### src/rtl/sctx_pkg.sv
package sctx_pkg;

    localparam int PRESC_W = 3;
    localparam int BYTE_W  = 8;
    localparam int WORD_W  = 2 * BYTE_W;
    localparam int SLOT_W  = $clog2(WORD_W + 3);
    localparam int CNT_W   = (1 << PRESC_W) - 1;

    typedef struct packed {
        logic       ext_clk;
        logic [1:0] mark_sel;
        logic       mark_en;
        logic       mode_hi;
        logic       wide;
    } ctrl_t;

    typedef enum logic [2:0] {
        A_CTRL  = 3'd0,
        A_PRESC = 3'd1,
        A_DLO   = 3'd2,
        A_DHI   = 3'd3,
        A_STAT  = 3'd4,
        A_IEN   = 3'd5
    } addr_e;

    // number of shift periods of a tail mark code
    function automatic logic [1:0] mark_len(input logic [1:0] sel);
        return sel[1] ? 2'd2 : 2'd1;
    endfunction

    // line level of a tail mark code
    function automatic logic mark_level(input logic [1:0] sel);
        return sel[0];
    endfunction

endpackage

### src/rtl/sctx_regs.sv
module sctx_regs
    import sctx_pkg::*;
(
    input  logic                clk,
    input  logic                rst,
    input  logic                wr_en,
    input  logic [2:0]          addr,
    input  logic [BYTE_W-1:0]   wdata,
    input  logic                eng_busy,
    input  logic                data_done,
    input  logic                mark_busy,
    output logic [BYTE_W-1:0]   rdata,
    output ctrl_t               ctrl,
    output logic [PRESC_W-1:0]  presc,
    output logic [BYTE_W-1:0]   data_lo,
    output logic [BYTE_W-1:0]   data_hi,
    output logic                go,
    output logic                start_q,
    output logic                irq_o
);

    logic irq_req;
    logic irq_en;
    logic stat_wr;

    assign stat_wr = wr_en && (addr == A_STAT);
    assign go      = stat_wr && wdata[0] && !eng_busy && !ctrl.mode_hi;
    assign irq_o   = irq_req && irq_en;

    always_ff @(posedge clk) begin
        if (rst) begin
            ctrl    <= '0;
            presc   <= '0;
            data_lo <= '0;
            data_hi <= '0;
            irq_en  <= 1'b0;
            start_q <= 1'b0;
            irq_req <= 1'b0;
        end else begin
            if (wr_en) begin
                case (addr)
                    A_CTRL:  if (!eng_busy) ctrl  <= ctrl_t'(wdata[$bits(ctrl_t)-1:0]);
                    A_PRESC: if (!eng_busy) presc <= wdata[PRESC_W-1:0];
                    A_DLO:   data_lo <= wdata;
                    A_DHI:   data_hi <= wdata;
                    A_IEN:   irq_en  <= wdata[0];
                    default: ;
                endcase
            end
            if (go)
                start_q <= 1'b1;
            else if (data_done)
                start_q <= 1'b0;
            if (data_done)
                irq_req <= 1'b1;
            else if (stat_wr && !wdata[2])
                irq_req <= 1'b0;
        end
    end

    always_comb begin
        rdata = '0;
        case (addr)
            A_CTRL:  rdata = {{(BYTE_W-$bits(ctrl_t)){1'b0}}, ctrl};
            A_PRESC: rdata = {{(BYTE_W-PRESC_W){1'b0}}, presc};
            A_DLO:   rdata = data_lo;
            A_DHI:   rdata = data_hi;
            A_STAT:  rdata = {{(BYTE_W-3){1'b0}}, irq_req, mark_busy, start_q};
            A_IEN:   rdata = {{(BYTE_W-1){1'b0}}, irq_en};
            default: rdata = '0;
        endcase
    end


    ctrl_hold_chk: assert property (@(posedge clk) disable iff (rst)
        eng_busy |=> ($stable(ctrl) && $stable(presc)));


    done_flags_chk: assert property (@(posedge clk) disable iff (rst)
        data_done |=> (!start_q && irq_req));


    fell_irq_chk: assert property (@(posedge clk) disable iff (rst)
        $fell(start_q) |-> irq_req);

endmodule

### src/rtl/sctx_clkgen.sv
module sctx_clkgen
    import sctx_pkg::*;
#(
    parameter int SYNC_STAGES = 2
) (
    input  logic               clk,
    input  logic               rst,
    input  logic               active,
    input  logic               ext_sel,
    input  logic [PRESC_W-1:0] presc,
    input  logic               sclk_i,
    input  logic               hold,
    output logic               fall_ev,
    output logic               rise_ev,
    output logic               sclk_o
);

    localparam int HCNT_W = CNT_W + 1;

    logic [SYNC_STAGES-1:0] sync_q;
    logic                   prev_q;
    logic [HCNT_W-1:0]      cnt_q;
    logic [HCNT_W-1:0]      half_m1;
    logic                   sclk_q;
    logic                   tick;
    logic                   ext_lvl;

    assign half_m1 = (HCNT_W'(1) << presc) - HCNT_W'(1);
    assign tick    = active && (cnt_q == half_m1);
    assign ext_lvl = sync_q[SYNC_STAGES-1];

    always_ff @(posedge clk) begin
        if (rst) begin
            sync_q <= '1;
            prev_q <= 1'b1;
            cnt_q  <= '0;
            sclk_q <= 1'b1;
        end else begin
            sync_q <= {sync_q[SYNC_STAGES-2:0], sclk_i};
            prev_q <= ext_lvl;
            if (!active || tick)
                cnt_q <= '0;
            else
                cnt_q <= cnt_q + HCNT_W'(1);
            if (!active)
                sclk_q <= 1'b1;
            else if (tick && !ext_sel && !hold)
                sclk_q <= ~sclk_q;
        end
    end

    always_comb begin
        if (ext_sel) begin
            fall_ev = active && prev_q && !ext_lvl;
            rise_ev = active && !prev_q && ext_lvl;
            sclk_o  = 1'b1;
        end else begin
            fall_ev = tick && sclk_q;
            rise_ev = tick && !sclk_q;
            sclk_o  = sclk_q;
        end
    end

endmodule

### src/rtl/sctx_engine.sv
module sctx_engine
    import sctx_pkg::*;
(
    input  logic              clk,
    input  logic              rst,
    input  logic              go,
    input  ctrl_t             ctrl,
    input  logic [BYTE_W-1:0] data_lo,
    input  logic [BYTE_W-1:0] data_hi,
    input  logic              fall_ev,
    output logic              sdo,
    output logic              active,
    output logic              mark_busy,
    output logic              data_done,
    output logic              finish
);

    logic [WORD_W-1:0] shreg;
    logic [SLOT_W-1:0] slot;
    logic [SLOT_W-1:0] n_bits;
    logic [SLOT_W-1:0] total;
    logic              wide_q;
    logic [1:0]        m_len;
    logic              m_lvl;

    assign n_bits    = wide_q ? SLOT_W'(WORD_W) : SLOT_W'(BYTE_W);
    assign total     = n_bits + SLOT_W'(m_len);
    assign data_done = active && fall_ev && (slot == n_bits);
    assign finish    = active && fall_ev && (slot == total);

    always_ff @(posedge clk) begin
        if (rst) begin
            active    <= 1'b0;
            mark_busy <= 1'b0;
            sdo       <= 1'b1;
            slot      <= '0;
            shreg     <= '0;
            wide_q    <= 1'b0;
            m_len     <= '0;
            m_lvl     <= 1'b0;
        end else if (go) begin
            active <= 1'b1;
            slot   <= '0;
            wide_q <= ctrl.wide;
            shreg  <= ctrl.wide ? {data_hi, data_lo} : {data_lo, {BYTE_W{1'b0}}};
            m_len  <= ctrl.mark_en ? mark_len(ctrl.mark_sel) : 2'd0;
            m_lvl  <= mark_level(ctrl.mark_sel);
        end else if (active && fall_ev) begin
            if (finish) begin
                active    <= 1'b0;
                mark_busy <= 1'b0;
                sdo       <= 1'b1;
            end else if (slot < n_bits) begin
                sdo   <= shreg[WORD_W-1];
                shreg <= {shreg[WORD_W-2:0], 1'b0};
                slot  <= slot + SLOT_W'(1);
            end else begin
                sdo       <= m_lvl;
                mark_busy <= 1'b1;
                slot      <= slot + SLOT_W'(1);
            end
        end
    end


    idle_high_chk: assert property (@(posedge clk) disable iff (rst)
        !active |-> sdo);

endmodule

### src/rtl/sctx_top.sv
module sctx_top
    import sctx_pkg::*;
#(
    parameter int SYNC_STAGES = 2
) (
    input  logic       clk,
    input  logic       rst,
    input  logic       wr_en,
    input  logic [2:0] addr,
    input  logic [7:0] wdata,
    output logic [7:0] rdata,
    input  logic       sclk_i,
    output logic       sclk_o,
    output logic       sdo,
    output logic       irq_o
);

    ctrl_t              ctrl;
    logic [PRESC_W-1:0] presc;
    logic [BYTE_W-1:0]  data_lo;
    logic [BYTE_W-1:0]  data_hi;
    logic               go;
    logic               start_q;
    logic               eng_active;
    logic               mark_busy;
    logic               data_done;
    logic               finish;
    logic               fall_ev;
    logic               rise_ev;

    sctx_regs u_regs (
        .clk       (clk),
        .rst       (rst),
        .wr_en     (wr_en),
        .addr      (addr),
        .wdata     (wdata),
        .eng_busy  (eng_active),
        .data_done (data_done),
        .mark_busy (mark_busy),
        .rdata     (rdata),
        .ctrl      (ctrl),
        .presc     (presc),
        .data_lo   (data_lo),
        .data_hi   (data_hi),
        .go        (go),
        .start_q   (start_q),
        .irq_o     (irq_o)
    );

    sctx_clkgen #(.SYNC_STAGES(SYNC_STAGES)) u_clkgen (
        .clk     (clk),
        .rst     (rst),
        .active  (eng_active),
        .ext_sel (ctrl.ext_clk),
        .presc   (presc),
        .sclk_i  (sclk_i),
        .hold    (finish),
        .fall_ev (fall_ev),
        .rise_ev (rise_ev),
        .sclk_o  (sclk_o)
    );

    sctx_engine u_engine (
        .clk       (clk),
        .rst       (rst),
        .go        (go),
        .ctrl      (ctrl),
        .data_lo   (data_lo),
        .data_hi   (data_hi),
        .fall_ev   (fall_ev),
        .sdo       (sdo),
        .active    (eng_active),
        .mark_busy (mark_busy),
        .data_done (data_done),
        .finish    (finish)
    );


    busy_match_chk: assert property (@(posedge clk) disable iff (rst)
        eng_active == (start_q || mark_busy));


    mark_excl_chk: assert property (@(posedge clk) disable iff (rst)
        mark_busy |-> !start_q);


    edge_excl_chk: assert property (@(posedge clk) disable iff (rst)
        !(fall_ev && rise_ev));

endmodule

### config.mk
export PLATFORM = sky130hd
export DESIGN_NAME = sctx_top
export DESIGN_NICKNAME = d
export VERILOG_FILES = /design/src/rtl/sctx_pkg.sv /design/src/rtl/sctx_regs.sv /design/src/rtl/sctx_clkgen.sv /design/src/rtl/sctx_engine.sv /design/src/rtl/sctx_top.sv
export SDC_FILE = /design/constraint.sdc
export NUM_CORES = 1
export LEC_CHECK = 0
export ABC_CLOCK_PERIOD_IN_PS = 2400
export BUFFER_PORTS_ARGS = -buffer_cell sky130_fd_sc_hd__clkbuf_2
export CORE_UTILIZATION = 44
export CTS_CLUSTER_DIAMETER = 50
export DETAILED_ROUTE_END_ITERATION = 6
export PLACE_DENSITY = 0.7
export SETUP_SLACK_MARGIN = 0.2
export SLEW_MARGIN = 20
export SYNTH_ARGS = -nofsm -noshare
export SYNTH_HDL_FRONTEND = slang
export SYNTH_SLANG_ARGS = --single-unit
### constraint.sdc
create_clock -name clk -period 2.4 [get_ports clk]
set_input_delay 0.12 -clock clk [delete_from_list [all_inputs] [get_ports clk]]
set_output_delay 0.12 -clock clk [all_outputs]
set_load 0.1 [all_outputs]
# [Word-level counts from Yosys, hierarchy flattened]
# Index checks and enable logic that the tools add are counted.
[op_classes] n_eq_ne=10 multipliers=0 muxes=22 div=0 reduce_logical=41 magnitude_cmp=1 n_addsub=4 shift=1 bitwise_logic=4
[ops] operator="16-bit 2-to-1 mux" count=5
[ops] operator="8-bit one-hot mux with 6 select lines" count=1
[ops] operator="1-bit logical AND" count=15
[ops] operator="1-bit 2-to-1 mux" count=13
[ops] operator="2-bit AND reduction" count=6
[ops] operator="3-bit AND reduction" count=4
[ops] operator="5-bit equality test" count=2
[ops] operator="2-bit nonzero test" count=5
[ops] operator="8-bit by 1-bit adder with 8-bit output, second input constant" count=1
[ops] operator="8-bit equality test" count=1
[ops] operator="1-bit by 3-bit left shift with 8-bit output, first input constant" count=1
[ops] operator="8-bit by 2-bit subtractor with 8-bit output, second input constant" count=1
[ops] operator="3-bit by 2-bit equality test with 1-bit output, second input constant" count=2
[ops] operator="3-bit equality test, second input constant" count=2
[ops] operator="1-bit zero test" count=6
[ops] operator="2-bit OR reduction" count=3
[ops] operator="5-bit by 1-bit adder with 5-bit output, second input constant" count=1
[ops] operator="5-bit by 2-bit adder with 5-bit output" count=1
[ops] operator="5-bit less-than comparator" count=1
[ops] operator="5-bit 2-to-1 mux" count=1
[ops] operator="2-bit 2-to-1 mux" count=2
[ops] operator="2-bit inequality test, second input constant" count=2
[ops] operator="1-bit inverter" count=4
[ops] operator="3-bit by 1-bit equality test with 1-bit output, second input constant" count=1
[ops] operator="other kinds (2)" count=2
[totals] inputBits=15 ram_bits=0 mem_bits_ro=0 wordCells=106 ff_bits=68 n_memories=0 out_inout_bits=11 latchBits=0

# [Depth between registers and ports, before layout]
# Gate-level depths: netlist (run 1).
[logic_depth] depth_word=11 depth_mapped=8 ltp_nobuf=8

# [By module]
# From an unflattened synthesis (run 1), not the netlist that was laid out.
[hier_totals] cells_unflattened=398 area_unflattened_um2=3618.5
[by_module_without_submodules] module="sctx_engine" instances=1 area_per_inst_um2=1544.0 cells_per_inst=170
[by_module_without_submodules] module="sctx_regs" instances=1 area_per_inst_um2=1400.1 cells_per_inst=152
[by_module_without_submodules] module="sctx_clkgen" instances=1 area_per_inst_um2=674.4 cells_per_inst=76

# [Least setup slack after synthesis (run 1)]
# No wires, ideal clock.
[synth_path] kind="input -> output" startpoint="input port addr[1]" endpoint="output port rdata[1]" setup_slack_ns=-0.605 cell_stages=4 arrival_time_ns=2.885 t_required_ns=2.280 path_buffers=1 cell_sequence="clkbuf_1 > nor2b_1 > a21oi_1 > o21ai_0"
[synth_between] elab_chain_len=2
[synth_rtl] element="start: declaration" line="sctx_top.sv:9" source="input logic [2:0] addr,"
[synth_rtl] element="3-bit equality test, or another cell as far along" line="sctx_regs.sv:63" source="case (addr)"
[synth_rtl] element="8-bit one-hot mux with 6 select lines *" line="sctx_regs.sv:63"
[synth_rtl] element="end: declaration" line="sctx_top.sv:11" source="output logic [7:0] rdata,"
# Mark *: on every way between the ends. The rest lies on a longest branch, timed or not.

# [Final worst setup path (run 1)]
[layout_path] startpoint="register u_clkgen.cnt_q[1]" endpoint="register u_engine.shreg[5]"
[layout_between] elab_chain_len=8
[layout_rtl] element="start: declaration" line="sctx_clkgen.sv:22" source="logic [HCNT_W-1:0] cnt_q;"
[layout_rtl] element="start signal: assignment" line="sctx_clkgen.sv:44" source="cnt_q <= cnt_q + HCNT_W'(1);"
[layout_rtl] element="8-bit equality test *" line="sctx_clkgen.sv:29" source="assign tick = active && (cnt_q == half_m1);"
[layout_rtl] element="1-bit logical AND *" line="sctx_clkgen.sv:29"
[layout_rtl] element="1-bit logical AND *" line="sctx_clkgen.sv:58" source="fall_ev = tick && sclk_q;"
[layout_rtl] element="1-bit 2-to-1 mux *" line="sctx_clkgen.sv:53" source="if (ext_sel) begin"
[layout_rtl] element="1-bit logical AND *" line="sctx_engine.sv:29, sctx_engine.sv:48"
[layout_rtl] element="1-bit logical AND" line="sctx_engine.sv:29" source="assign finish = active && fall_ev && (slot == total);"
[layout_rtl] element="2-bit inequality test (no line)"
[layout_rtl] element="3-bit AND reduction (no line) *"
[layout_rtl] element="end signal: assignment" line="sctx_engine.sv:45" source="shreg <= ctrl.wide ? {data_hi, data_lo} : {data_lo, {BYTE_W{1'b0}}};"
[layout_rtl] element="end signal: assignment" line="sctx_engine.sv:55" source="shreg <= {shreg[WORD_W-2:0], 1'b0};"
[layout_rtl] element="end: declaration" line="sctx_engine.sv:18" source="logic [WORD_W-1:0] shreg;"
# Marks and branches as above.
# A chain may end at the register's enable or synchronous reset.

==> metrics, run 1 <==
status finished, final reports clean; port bufs 25; reg2reg end u_engine.shreg[5]; routed length per placed instance 16.1 um; mapped cell area 0.00354 sq mm; cell count after synthesis a little over 400; layout cells sized above 1 a little under a quarter; Max Clock Skew 0.00788 ns; leading area contributor after synthesis dfxtp_1; ANT cells 0; crit path capture type register; Internal roughly 1.8 mW; Max IR drop VDD 0.362 mV; CP Class register to register; initial antenna violation count 0; root buffer cell clkbuf_8; DR vias/cell 5.82; Layout area overhead 16.4%; switching portion of total power between 20% and 30%; via count 3173; worst r2r src u_clkgen.cnt_q[1]; Crit path largest cell delay 0.46 ns; FMAX 473 MHz; Worst slew margin a little under two thirds; mean post-synth cell area 8.73 sq um; post-synthesis net count 425; commonest non-fill, non-tap cell in the layout dfxtp_1; vias in the first global route 3048; Clock Power Share between 40% and 50%; final setup vio count 0; LEAKAGE 1.56 nW; top_reg_cell synth dfxtp_1; Die Y-Extent about 92 um; Routed WL 8.78 mm; ranking of synthesized cells by area dfxtp_1, mux2i_1, nand2_1; flop-to-flop setup slack 0.28 ns; TritonCTS Buffers 9; Critical Path AT 2.35 ns; Die Wd 91.7 um; global-route wire length before repair 14.4 mm; Final min period 2.12 ns; DR pass1 iterations 4; critical path fanouts, max 8; Cell variety after synth 59; Slew @ Worst Pin 0.544 ns; Critical Path, Cell by Cell inv_1 > a2111o_1 > a211oi_4 > buf_4 > nand4_2 > a211o_2 > o311a_1; DP HPWL 5.97 mm; drt drc 0; Crit path max-delay family compound AO/OA/AOI/OAI gates; placed cell count 525; Starting Density 45.5%; HP Class input port to register; YS warnings 0; Post-synth EDFFs 0; Max Root-Sink Buffers 2; final cycle utilization of the critical path between 80 and 90%; design area 0.00412 sq mm; GR Util All Layers 21.7%; P_sw 609 uW; Ports 26; Rows 32; Hold Startpoint wdata[6]; Final nets 458; RSZ-0062 raised after global routing yes; Core Area 0.00777 sq mm; Startpoint Class register; largest net degree at the start of global routing 33; GRT overflow 0; Reg power frac 48.4%; CTS tree done; Async S/R FF share, synth 0%; GP Congestion 0.844; Max Slew Vio Count 0; hold endpoint u_regs.data_hi[6]; htree depth 3; placed cell area 0.00383 sq mm; TNS Setup 0 ns; worst hold path depth 3; worst endpoint required time 2.63 ns; final hold vios 0; R2R cell count 7; clk_lat worst skew around 0.34 ns; Worst-path clk slew 0.07 ns; max cap viols 0; final cell count without fillers 545; Comb power frac 9.1%; clk sinks 68; die area approximately 0.0084 sq mm; most frequent cells in the layout dfxtp_1, nand2_1, nor2_1, a21oi_1, mux2i_1; Seq cells post-synth 68; Pwr Density 588 mW/mm^2; slowest cell on the critical path a2111o_1; Detailed Route Iter0 Violations 156; sequential cell area fraction in the yosys report 38.5%; share of the synthesized area in the top cell type 38.5%; hold_ws 0.00891 ns; worst path bufs/invs 2; DRT antenna net count 0
-- worst reg2reg max path: cells and delay by family, from the launching register on --
family          cells  cell delay (ns)
compound gates      4             1.22
buf+inv             2             0.21
flops               1             0.33
simple gates        1             0.25
-- state kept, by name, summed over array words and instances (netlist names) --
| signal | flops |
|---|---|
| u_clkgen.sclk_q | 1 |
| u_engine.wide_q | 1 |
| u_engine.slot | 5 |
| u_regs.start_q | 1 |
| u_regs.data_lo | 8 |
| u_clkgen.sync_q | 2 |
| u_clkgen.cnt_q | 8 |
| u_engine.m_lvl | 1 |
| u_regs.irq_req | 1 |
| u_regs.data_hi | 8 |
| u_engine.active | 1 |
| u_engine.shreg | 16 |
| u_engine.mark_busy | 1 |
| u_engine.sdo | 1 |
| u_regs.irq_en | 1 |
| u_engine.m_len | 2 |
| u_clkgen.prev_q | 1 |
| u_regs.ctrl | 6 |
| u_regs.presc | 3 |
-- worst max-delay path by stage --
stage	end	cells after the start	slack, ns	start
after global routing	u_engine.shreg[10]	9	0.16	u_engine.slot[3]
after CTS	u_engine.shreg[10]	9	0.24	u_engine.slot[3]
final	u_engine.shreg[5]	7	0.28	u_clkgen.cnt_q[1]
after global placement	u_engine.shreg[15]	6	0.18	u_regs.presc[1]
after detailed placement	u_engine.shreg[10]	6	0.1	u_regs.presc[1]
after floorplan	rdata[6]	4	0.13	addr[1]
-- metal layers --
layer / track usage (%) / vias up / share of wire (%)
met5: 0 / - / 0
met4: 10.2 / 0 / 2.9
met3: 4.89 / 26 / 4.8
met2: 35.9 / 81 / 48
met1: 26.6 / 1521 / 44
li1: - / 1545 / -
-- cells by family (layout without fill, tap and decap cells) --
family	after synthesis	count (layout)	synth area share (%)
simple gates	161	162	23.4
buf+inv	32	69	3.89
xor+xnor	8	8	1.98
flops	68	68	38.5
compound gates	95	95	20.0
mux	36	36	10.5
fa+ha+maj	5	5	1.77
-- power groups by stage --
| stage | Combinational (mW) | Sequential (mW) | Clock, mW |
|---|---|---|---|
| final | 0.221 | 1.17 | 1.03 |
| after global routing | 0.239 | 1.17 | 1.09 |
| after floorplan | 0.150 | 1.19 | 0 |
| after global placement | 0.204 | 1.20 | 0 |
| after detailed placement | 0.208 | 1.20 | 0 |
| after CTS | 0.211 | 1.17 | 1.04 |
-- synth_stat cells, types with 6 or more instances --
master	n
a22o_1	8
a21oi_1	32
a221o_1	8
o21ai_0	7
clkbuf_1	17
nor2_1	44
inv_1	8
o311a_1	7
a211o_2	7
nand2_1	51
or2_2	6
nand3_1	15
dfxtp_1	68
mux2i_1	28
mux2_2	8
-- through the flow --
stage	setup WS (ns)	util, %	power, mW
finish	0.284	53.0	2.42
global route	0.158	53.0	2.51
CTS	0.245	52.3	2.43
detailed placement	0.0959	49.3	1.41
global placement	0.177	49.3	1.40
floorplan	0.130	-	1.34
-- final cells by class --
cell class                 instances  area [sq um]
clock buffer                      10           128
clock inverter                     6          88.8
fill                             718          3650
inverter                           8          30.0
multi-input combinational        306          2100
sequential                        68          1370
tap                              102           128
timing repair buffer              45           278
-- what timing repair did --
action                                  CTS  global route
hold buffers                              1             0
cloned                                    0             1
endpoints found under the setup margin    9            19
buffers inserted                          1             1
pin swaps                                 1             2
gates resized for setup                   1            10
hold endpoints to repair                  1             0
Note: power is estimated with default switching activity, not from simulation.
==> run 2, diff against run 1 <==
- CORE_UTILIZATION: 44 -> 53
- PLACE_DENSITY: 0.7 -> 0.72
==> metrics, run 2 (synthesized netlist as in run 1, its figures left out) <==
status finished, final reports clean; LEAKAGE 1.57 nW (+0.65%); GR Util All Layers 25.2% (+3.5 points); global-route wire length before repair 14.1 mm (-1.9%); CTS tree done; commonest non-fill, non-tap cell in the layout dfxtp_1; Layout area overhead 14.6%; Startpoint Class register; largest net degree at the start of global routing 23 (-30%); Ports 26 (unchanged); TNS Setup 0 ns (unchanged); Die Y-Extent 83.7 um (-8.7%); layout cells sized above 1 23.7% (-0.21 points); drt drc 0 (unchanged); worst slack at placement 0.224 ns (+0.128 ns); global routing's busiest layer met2; Critical Path AT 2.32 ns (-0.03 ns); Worst slew margin 62.1% (-1.6 points); crit path capture type register; switching portion of total power 25.3% (+0.13 points); Final min period 2.09 ns (-0.0265 ns); ANT cells 0 (unchanged); Critical Path Sink u_engine.shreg[13]; max cap viols 0 (unchanged); Rows 29 (-9.4%); htree depth 3 (unchanged); clk_lat worst skew 0.34 ns (about the same); most frequent cells in the layout dfxtp_1, nand2_1, nor2_1, a21oi_1, mux2i_1; GP Congestion 0.827 (-2.0%); final setup vio count 0 (unchanged); Die Wd 83.7 um (-8.7%); Worst-path clk slew 0.07 ns (about the same); final hold vios 0 (unchanged); Clock Power Share 38.5% (-4.0 points); DR vias/cell 5.98 (+2.8%); die area 0.00700 sq mm (-17%); Max IR drop VDD 0.405 mV (+12%); RSZ-0062 raised after global routing no; R2R cell count 7 (unchanged); P_sw 572 uW (-6.0%); Slew @ Worst Pin 0.567 ns (+0.0233 ns); HP Class input port to register; Max Root-Sink Buffers 2 (unchanged); DR pass1 iterations 4 (unchanged); Comb power frac 9.8% (+0.7 points); Starting Density 55.4% (+9.8 points); Critical Path Start u_clkgen.cnt_q[1]; Most flops, register u_engine.shreg; via count 3136 (-1.2%); global routing met1 resource utilization 32.2% (+5.6 points); flop-to-flop setup slack 0.31 ns (+0.03 ns); worst endpoint required time 2.63 ns (about the same); GRT overflow 0 (unchanged); FMAX 479 MHz (+1.3%); worst r2r src u_clkgen.cnt_q[1]; met3 GRT Util 6.92% (+2.0 points); Max Slew Vio Count 0 (unchanged); vias in the first global route 2927 (-4.0%); root buffer cell clkbuf_8; Detailed Route Iter0 Violations 213 (+37%); Tot Pwr 2.26 mW (-6.5%); initial antenna violation count 0 (unchanged); critical path fanouts, max 8 (unchanged); Fillers 550 (-23%); CP Class register to register; routed length per placed instance 16.0 um (-0.60%); port bufs 25 (unchanged); reg2reg end u_engine.shreg[13]; Core Area 0.00639 sq mm (-18%); Sequential Area 0.00137 sq mm (about the same); min setup slack post-route 0.311 ns (+0.0265 ns); Max Clock Skew 0.00615 ns (-0.00172 ns); Final nets 462 (+0.87%); max reg flops 16 (unchanged); TritonCTS Buffers 9 (unchanged); clk sinks 68 (unchanged); Pwr Density 558 mW/mm^2 (-5.1%); DRT antenna net count 0 (unchanged); Routed WL 8.39 mm (-4.4%); Internal 1.69 mW (-6.7%); final cycle utilization of the critical path 87.0% (-1.1 points); Reg power frac 51.8% (+3.4 points); DP HPWL 6.01 mm (+0.65%); GR Util met2 41.0% (+5.1 points); area of the multi-input gates 0.00206 sq mm (-1.6%)
## run 2: layout make-up
| type | count | area share, % |
|---|---|---|
| clock buffers | 15 | 4.35 |
| clock inverters | 1 | 0.123 |
| inverters | 8 | 0.741 |
| multi-input cells | 305 | 50.9 |
| flip-flops and latches | 68 | 33.7 |
| well taps | 77 | 2.38 |
| repair buffers | 50 | 7.78 |
## run 2: stage by stage
stage,instances,area (sq um),hold WS (ns),utilization (%)
final,524,4050,0.0141,63.5
after global routing,524,4050,0.0173,63.5
after CTS,523,4030,0.00661,63.2
after detailed placement,506,3840,0.311,60.1
after global placement,506,3840,0.306,60.1
after floorplan,405,3550,0.224,-
## run 2: layer usage
metal  vias to the layer above  wire, um
met3                        17       421
met5                         -         0
met4                         0       177
met1                      1481      3720
li1                       1549         -
met2                        89      4070
## run 2: critical path: stages, from the launching register on
cell and delay [ns]:
dfxtp_2 0.37, inv_1 0.04, a2111o_1 0.45, a211oi_4 0.26, and4_2 0.31, nor3_1 0.06, buf_4 0.17, a221o_1 0.31
## run 2: worst min path at each step
stage | cells after the start | startpoint | endpoint
floorplan | 1 | sclk_i | u_clkgen.sync_q[0]
global placement | 2 | sclk_i | u_clkgen.sync_q[0]
finish | 3 | wdata[6] | u_regs.data_hi[6]
CTS | 3 | wdata[6] | u_regs.data_hi[6]
detailed placement | 2 | sclk_i | u_clkgen.sync_q[0]
global route | 3 | wdata[7] | u_regs.data_hi[7]
## run 2: what timing repair did
item,4_1_cts,5_1_grt
hold endpoints to repair,1,0
endpoints found under the setup margin,1,17
gates resized for setup,1,5
buffers inserted,0,1
pin swaps,0,1
hold buffers,1,0
## run 2: power groups by stage
stage,Clock (mW),Sequential (mW),Combinational (mW)
after floorplan,0,1.19,0.150
after global placement,0,1.20,0.213
after detailed placement,0,1.20,0.216
after CTS,0.888,1.17,0.219
after global routing,0.946,1.17,0.242
final,0.870,1.17,0.221
